===== src/rtl/dispcfg_pkg.sv =====
package dispcfg_pkg;

    localparam int OFS_W   = 4;
    localparam int NUM_TIM = 8;

    localparam logic [OFS_W-1:0] OFS_FBADDR = 4'h0;
    localparam logic [OFS_W-1:0] OFS_FBLEN  = 4'h1;
    localparam logic [OFS_W-1:0] OFS_CMD    = 4'h2;
    localparam logic [OFS_W-1:0] OFS_STAT   = 4'h3;
    localparam logic [OFS_W-1:0] OFS_TIM0   = 4'h4;
    localparam logic [OFS_W-1:0] OFS_TIMEND = 4'hC;

    localparam int CMD_START  = 0;
    localparam int CMD_STOP   = 1;
    localparam int CMD_IRQEN  = 2;
    localparam int CMD_STEPUP = 3;
    localparam int CMD_BLIGHT = 4;
    localparam int CMD_PANEL  = 5;
    localparam int CMD_W      = 6;

    localparam int STAT_RUN = 0;
    localparam int STAT_EOF = 1;

    localparam logic [31:0] LEN_DEFAULT = 32'd240 * 32'd320;

    function automatic logic [31:0] tim_default(input int idx);
        case (idx)
            0:       return 32'd12;
            1:       return 32'd18;
            2:       return 32'd8;
            3:       return 32'd20;
            4:       return 32'd240;
            5:       return 32'd320;
            6:       return 32'd2;
            7:       return 32'd7;
            default: return 32'd0;
        endcase
    endfunction

endpackage


===== src/rtl/dispcfg_ctrl.sv =====
module dispcfg_ctrl
    import dispcfg_pkg::*;
(
    input  logic              clk,
    input  logic              rst_n,
    input  logic              wr_cmd,
    input  logic              wr_stat,
    input  logic [7:0]        wdata,
    input  logic              frame_end,
    output logic [7:0]        cmd_o,
    output logic [1:0]        stat_o,
    output logic              run_o,
    output logic              irq_en_o,
    output logic [2:0]        pwr_o,
    output logic              irq_o
);

    typedef struct packed {
        logic [CMD_W-1:0] cmd;
        logic             eof;
    } ctrl_t;

    ctrl_t st_d, st_q;

    always_comb begin
        st_d = st_q;
        if (wr_cmd) begin
            st_d.cmd           = wdata[CMD_W-1:0];
            st_d.cmd[CMD_STOP] = 1'b0;
            if (wdata[CMD_STOP]) begin
                st_d.cmd[CMD_START] = 1'b0;
            end
        end
        if (wr_stat && wdata[STAT_EOF]) begin
            st_d.eof = 1'b0;
        end
        if (frame_end) begin
            st_d.eof = 1'b1;
        end
    end

    always_ff @(posedge clk or negedge rst_n) begin
        if (!rst_n) begin
            st_q <= '0;
        end else begin
            st_q <= st_d;
        end
    end

    assign cmd_o    = {{(8-CMD_W){1'b0}}, st_q.cmd};
    assign run_o    = st_q.cmd[CMD_START];
    assign irq_en_o = st_q.cmd[CMD_IRQEN];
    assign stat_o   = {st_q.eof, st_q.cmd[CMD_START]};
    assign pwr_o    = {st_q.cmd[CMD_PANEL], st_q.cmd[CMD_BLIGHT], st_q.cmd[CMD_STEPUP]};
    assign irq_o    = st_q.eof & st_q.cmd[CMD_IRQEN];

endmodule


===== src/rtl/dispcfg_bufptr.sv =====
module dispcfg_bufptr
    import dispcfg_pkg::*;
#(
    parameter int DATA_W = 32,
    parameter int ADDR_W = 32,
    parameter int LEN_W  = 32
) (
    input  logic              clk,
    input  logic              rst_n,
    input  logic              wr_addr,
    input  logic              wr_len,
    input  logic [DATA_W-1:0] wdata,
    input  logic              frame_start,
    output logic [ADDR_W-1:0] addr_o,
    output logic [LEN_W-1:0]  len_o,
    output logic [ADDR_W-1:0] base_o
);

    localparam logic [LEN_W-1:0] LEN_RST = LEN_W'(LEN_DEFAULT);

    typedef struct packed {
        logic [ADDR_W-1:0] addr;
        logic [LEN_W-1:0]  len;
        logic [ADDR_W-1:0] base;
    } buf_t;

    buf_t st_d, st_q;

    always_comb begin
        st_d = st_q;
        if (frame_start) begin
            st_d.base = st_q.addr;
        end
        if (wr_addr) begin
            st_d.addr = wdata[ADDR_W-1:0];
        end
        if (wr_len) begin
            st_d.len = wdata[LEN_W-1:0];
        end
    end

    always_ff @(posedge clk or negedge rst_n) begin
        if (!rst_n) begin
            st_q.addr <= '0;
            st_q.len  <= LEN_RST;
            st_q.base <= '0;
        end else begin
            st_q <= st_d;
        end
    end

    assign addr_o = st_q.addr;
    assign len_o  = st_q.len;
    assign base_o = st_q.base;

endmodule


===== src/rtl/dispcfg_timing.sv =====
module dispcfg_timing
    import dispcfg_pkg::*;
#(
    parameter int TIM_W = 16,
    parameter int NUM   = NUM_TIM
) (
    input  logic                      clk,
    input  logic                      rst_n,
    input  logic                      wr_en,
    input  logic [$clog2(NUM)-1:0]    wr_idx,
    input  logic [TIM_W-1:0]          wdata,
    output logic [NUM-1:0][TIM_W-1:0] tim_o
);

    localparam int IDX_W = $clog2(NUM);

    for (genvar gi = 0; gi < NUM; gi++) begin : g_reg
        localparam logic [31:0]      DEF32 = tim_default(gi);
        localparam logic [TIM_W-1:0] DEF   = DEF32[TIM_W-1:0];

        logic [TIM_W-1:0] val_d, val_q;

        always_comb begin
            val_d = val_q;
            if (wr_en && (wr_idx == IDX_W'(gi))) begin
                val_d = wdata;
            end
        end

        always_ff @(posedge clk or negedge rst_n) begin
            if (!rst_n) begin
                val_q <= DEF;
            end else begin
                val_q <= val_d;
            end
        end

        assign tim_o[gi] = val_q;
    end

endmodule


===== src/rtl/dispcfg_regs.sv =====
module dispcfg_regs
    import dispcfg_pkg::*;
#(
    parameter int DATA_W = 32,
    parameter int ADDR_W = 32,
    parameter int LEN_W  = 32,
    parameter int TIM_W  = 16
) (
    input  logic              clk,
    input  logic              rst_n,
    input  logic              s_chipselect,
    input  logic              s_read,
    input  logic              s_write,
    input  logic [3:0]        s_address,
    input  logic [DATA_W-1:0] s_writedata,
    output logic [DATA_W-1:0] s_readdata,
    output logic              s_readdatavalid,
    input  logic              frame_start,
    input  logic              frame_end,
    output logic              irq,
    output logic              ctl_run,
    output logic              pwr_stepup,
    output logic              pwr_backlight,
    output logic              pwr_panel,
    output logic [ADDR_W-1:0] dma_base,
    output logic [LEN_W-1:0]  dma_len,
    output logic [TIM_W-1:0]  t_hbp,
    output logic [TIM_W-1:0]  t_hfp,
    output logic [TIM_W-1:0]  t_vbp,
    output logic [TIM_W-1:0]  t_vfp,
    output logic [TIM_W-1:0]  t_hdata,
    output logic [TIM_W-1:0]  t_vdata,
    output logic [TIM_W-1:0]  t_hsync,
    output logic [TIM_W-1:0]  t_vsync
);

    localparam int IDX_W = $clog2(NUM_TIM);

    logic                          wr_acc, rd_acc, tim_hit;
    logic [OFS_W-1:0]              tim_rel;
    logic [7:0]                    cmd_rb;
    logic [1:0]                    stat_rb;
    logic [2:0]                    pwr_w;
    logic                          irq_en_w;
    logic [ADDR_W-1:0]             addr_rb;
    logic [NUM_TIM-1:0][TIM_W-1:0] tim_w;

    assign wr_acc  = s_chipselect & s_write;
    assign rd_acc  = s_chipselect & s_read;
    assign tim_hit = (s_address >= OFS_TIM0) && (s_address < OFS_TIMEND);
    assign tim_rel = s_address - OFS_TIM0;

    dispcfg_ctrl u_ctrl (
        .clk       (clk),
        .rst_n     (rst_n),
        .wr_cmd    (wr_acc && (s_address == OFS_CMD)),
        .wr_stat   (wr_acc && (s_address == OFS_STAT)),
        .wdata     (s_writedata[7:0]),
        .frame_end (frame_end),
        .cmd_o     (cmd_rb),
        .stat_o    (stat_rb),
        .run_o     (ctl_run),
        .irq_en_o  (irq_en_w),
        .pwr_o     (pwr_w),
        .irq_o     (irq)
    );

    dispcfg_bufptr #(
        .DATA_W (DATA_W),
        .ADDR_W (ADDR_W),
        .LEN_W  (LEN_W)
    ) u_buf (
        .clk         (clk),
        .rst_n       (rst_n),
        .wr_addr     (wr_acc && (s_address == OFS_FBADDR)),
        .wr_len      (wr_acc && (s_address == OFS_FBLEN)),
        .wdata       (s_writedata),
        .frame_start (frame_start),
        .addr_o      (addr_rb),
        .len_o       (dma_len),
        .base_o      (dma_base)
    );

    dispcfg_timing #(
        .TIM_W (TIM_W),
        .NUM   (NUM_TIM)
    ) u_tim (
        .clk    (clk),
        .rst_n  (rst_n),
        .wr_en  (wr_acc && tim_hit),
        .wr_idx (tim_rel[IDX_W-1:0]),
        .wdata  (s_writedata[TIM_W-1:0]),
        .tim_o  (tim_w)
    );

    assign pwr_stepup    = pwr_w[0];
    assign pwr_backlight = pwr_w[1];
    assign pwr_panel     = pwr_w[2];

    assign t_hbp   = tim_w[0];
    assign t_hfp   = tim_w[1];
    assign t_vbp   = tim_w[2];
    assign t_vfp   = tim_w[3];
    assign t_hdata = tim_w[4];
    assign t_vdata = tim_w[5];
    assign t_hsync = tim_w[6];
    assign t_vsync = tim_w[7];

    typedef struct packed {
        logic [DATA_W-1:0] data;
        logic              valid;
    } rd_t;

    rd_t rd_d, rd_q;

    always_comb begin
        rd_d       = '0;
        rd_d.valid = rd_acc;
        if (rd_acc) begin
            if (tim_hit) begin
                rd_d.data[TIM_W-1:0] = tim_w[tim_rel[IDX_W-1:0]];
            end else begin
                case (s_address)
                    OFS_FBADDR: rd_d.data[ADDR_W-1:0] = addr_rb;
                    OFS_FBLEN:  rd_d.data[LEN_W-1:0]  = dma_len;
                    OFS_CMD:    rd_d.data[7:0]        = cmd_rb;
                    OFS_STAT:   rd_d.data[1:0]        = stat_rb;
                    default:    rd_d.data             = '0;
                endcase
            end
        end
    end

    always_ff @(posedge clk or negedge rst_n) begin
        if (!rst_n) begin
            rd_q <= '0;
        end else begin
            rd_q <= rd_d;
        end
    end

    assign s_readdata      = rd_q.data;
    assign s_readdatavalid = rd_q.valid;

endmodule



===== config.mk =====
export PLATFORM = sky130hd
export DESIGN_NAME = dispcfg_regs
export DESIGN_NICKNAME = d
export VERILOG_FILES = /design/src/rtl/dispcfg_pkg.sv /design/src/rtl/dispcfg_ctrl.sv /design/src/rtl/dispcfg_bufptr.sv /design/src/rtl/dispcfg_timing.sv /design/src/rtl/dispcfg_regs.sv
export SDC_FILE = /design/constraint.sdc
export NUM_CORES = 1
export LEC_CHECK = 0
export ABC_AREA = 1
export BUFFER_PORTS_ARGS = -buffer_cell sky130_fd_sc_hd__buf_4
export CORE_MARGIN = 3
export CORE_UTILIZATION = 40
export CTS_CLUSTER_DIAMETER = 150
export DETAILED_ROUTE_END_ITERATION = 7
export HOLD_SLACK_MARGIN = 0.08
export PLACE_DENSITY_LB_ADDON = 0.05
export SYNTH_ARGS = -nofsm -noshare
export SYNTH_HDL_FRONTEND = slang
export SYNTH_SLANG_ARGS = --single-unit

===== constraint.sdc =====
create_clock -name clk -period 1.6 [get_ports clk]
set_input_delay 0.32 -clock clk [delete_from_list [all_inputs] [get_ports clk]]
set_output_delay 0.32 -clock clk [all_outputs]
set_load 0.03 [all_outputs]

==> out/results.ini <==
[global_routing]
grt_antenna_before_repair = 0
grt_usage_pct = 23.3
grt_pass1_vias = 10100
grt_max_degree = 59
grt_overflow = 0
grt_pass1_wl_um = 56400

[drt]
dr_wl_met2_um = 17600
viasPerCell = 4.89
wl_um = 36000
drc = 0
wl_met1_um = 15100
ant_nets = 0
wire_per_inst_um = 17.3
initialDrtViolationCount = 562
dr_wl_met3_um = 2380
num_vias = 10200
dr.pass1.iters = 5
highest_layer = met4

[sta]
drv_slew = 0
grt_setup_unrepaired = yes
hold_ws_ns = 0.229
setup_violations = 1
slew_headroom_pct = 66.2
worstMarginPinSlew_ns = 0.508
worst_slack_ns = -0.00221
tns_ns = -0.00221
fmax_mhz = 624
period_share_pct = 100
hold_viol = 0
fin_skew_ns = 0.00867
fin_crit_ns = 1.60

[synthesis]
ys_seq_elements = 263
yosys_warnings = 0
yosys.area_share.adder_pct = 0.109
synth_top_area_share_pct = 53.0
synth_nets = 1395
synth_compound_area_share_pct = 10.2
yosys.area.top_type = dfrtp_1
synth_area_leaders = dfrtp_1 (53%), nand2_1 (14%), o21ai_0 (7.0%)
ys_seq_area_share_pct = 57.8
synth_top_family_by_area = simple AND/OR/NAND/NOR gates
synth_cell_types = 27
syn_area_mm2 = 0.0114
synthCells = 1351
yosys.area_share.simple_pct = 21.1
syn_area_per_cell_um2 = 8.46
synth_mux_area_share_pct = 3.15
synth_xor_area_share_pct = 0

[finish]
instances_no_fill = 2079
area_delta_synth_final_pct = 38.2
mostFrequentLayoutCell = nand2_1
finish.utilization_pct = 56.4
final_nets = 1722
drive_gt1_share_pct = 27.1
nFillCells = 2619
mostFrequentLayoutCells = nand2_1 (433), buf_4 (293), dfrtp_1 (242), inv_1 (139), o21ai_0 (107)
antenna_cells = 0

[place]
pre_cts_ws_ns = -0.122
place.gp.congestion = 0.863
place_inst = 1984
port_buffers = 272
hpwlAfterDp_um = 25600

[floorplanning]
die_w_um = 175
rows = 61
initial_core_util_pct = 40.8
pin_count = 273
fp.coreArea_mm2 = 0.0280
die_area_mm2 = 0.0306
die_y_um = 175

[status]
status = complete, but fails checks
violations = setup timing

[setup_path]
path_max_fanout = 3
path_class = reg -> out
r2r_end = s_readdata[2]
r2r_start = u_tim.g_reg[7].val_q[2]
critPathLaunchType = flop
slowest_delay_ns = 0.58
rr_worst_depth = 9
path_delay_family = flip-flops
cp-startpoint = u_tim.g_reg[7].val_q[0]
critPathBufInv = 1
crit_end = t_vsync[0]
path_depth = 1
slowest_stage = dfstp_2
cp_cell_sequence = buf_6
cp.arrival_ns = 1.28
critPathCaptureType = output pin
reg2reg_slack_ns = 0.37
critPathRequiredTime_ns = 1.28

[clocking]
cts_tree = built
cts-root-buf = clkbuf_16
ctsHtreeMaxLevel = 1
clockBufferDepth = 3
cts_sinks = 263
cts_buffers = 29
clk_latency_ns = 0.55
clk_pin_slew_ns = 0.06

[power]
p_per_area_mw_per_mm2 = 1460
ir_drop_uv = 825
leakagePower_uw = 0.00817

[hold_path]
hold_path_class = in -> async

[flow_run]
drv_cap = 0

## stage by stage
step | total power [uW] | cell area (um2)
2_1_floorplan | 13100 | 11700
3_3_place_gp | 16100 | 14300
3_5_place_dp | 16200 | 14300
4_1_cts | 23200 | 15700
5_1_grt | 24200 | 15800
6_report | 23100 | 15800
## synthesized netlist by cell type
library cell,n
o211ai_1,6
inv_4,1
clkbuf_1,34
nand2_2,4
o21bai_1,1
buf_4,4
o21ai_0,161
a21oi_1,53
nor2_1,98
nor2_2,3
inv_2,3
buf_1,8
nor3_2,2
ha_1,1
nor2_4,3
nand2_1,433
buf_2,25
dfstp_2,21
nand3_2,1
nand3_1,58
inv_1,142
dfrtp_1,242
clkinv_1,2
o21ai_1,9
mux2_2,32
nor3_1,2
nand4_1,2
## metal layers
metal,GRT usage (%),up-vias
met5,0,-
met4,6.42,0
met3,4.65,60
met2,39.4,308
met1,30.6,4895
li1,-,4898
## area by class of cell
class	instances	area (um2)	share of cell area [%]
Clock inverter	14	129	0.816
Tap cell	378	473	2.99
Timing Repair Buffer	367	3170	20.1
Sequential cell	263	6610	41.8
Multi-Input combinational cell	869	4000	25.3
Clock buffer	40	857	5.42
Inverter	148	568	3.60
## worst min-delay path by stage
stage               slack, ns  cells after the start  start                 endpoint
floorplan                0.02                      0  rst_n            s_readdata[0]
global placement         0.20                      1  rst_n  u_tim.g_reg[0].val_q[4]
detailed placement       0.20                      1  rst_n  u_tim.g_reg[0].val_q[4]
CTS                      0.21                      2  rst_n  u_tim.g_reg[1].val_q[5]
global route             0.24                      2  rst_n  u_tim.g_reg[1].val_q[5]
finish                   0.23                      2  rst_n  u_tim.g_reg[0].val_q[4]
## power breakdown
| group | internal (uW) | switching (uW) | leakage [uW] |
|---|---|---|---|
| Sequential | 8060 | 1120 | 0.00330 |
| Combinational | 2670 | 4420 | 0.00437 |
| Clock | 4050 | 2750 | 0.000493 |
| Total | 14800 | 8300 | 0.00817 |
## cells by family after synthesis
kind of cell | after synthesis
AO/OA/AOI/OAI | 230
adder cells (fa/ha/maj) | 1
buffers and inverters | 219
flip-flops | 263
multiplexers | 32
AND/OR/NAND/NOR | 606
## sequential cells by signal, summed over array words and instances (netlist names)
register and count:
u_ctrl.stat_o 1, u_buf.base_o 32, u_buf.len_o 32, u_tim.g.val_q 128, u_buf.addr_o 32, s_readdata 32
s_readdatavalid 1, u_ctrl.cmd_o 5
## repair_timing
| action | CTS | global route |
|---|---|---|
| endpoints found under the hold margin | 314 | 0 |
| setup endpoints to repair | 12 | 16 |
| setup buffers | 2 | 5 |
| resized for setup | 12 | 7 |
| hold buffers | 34 | 0 |
Note: power is estimated with default switching activity, not from simulation.
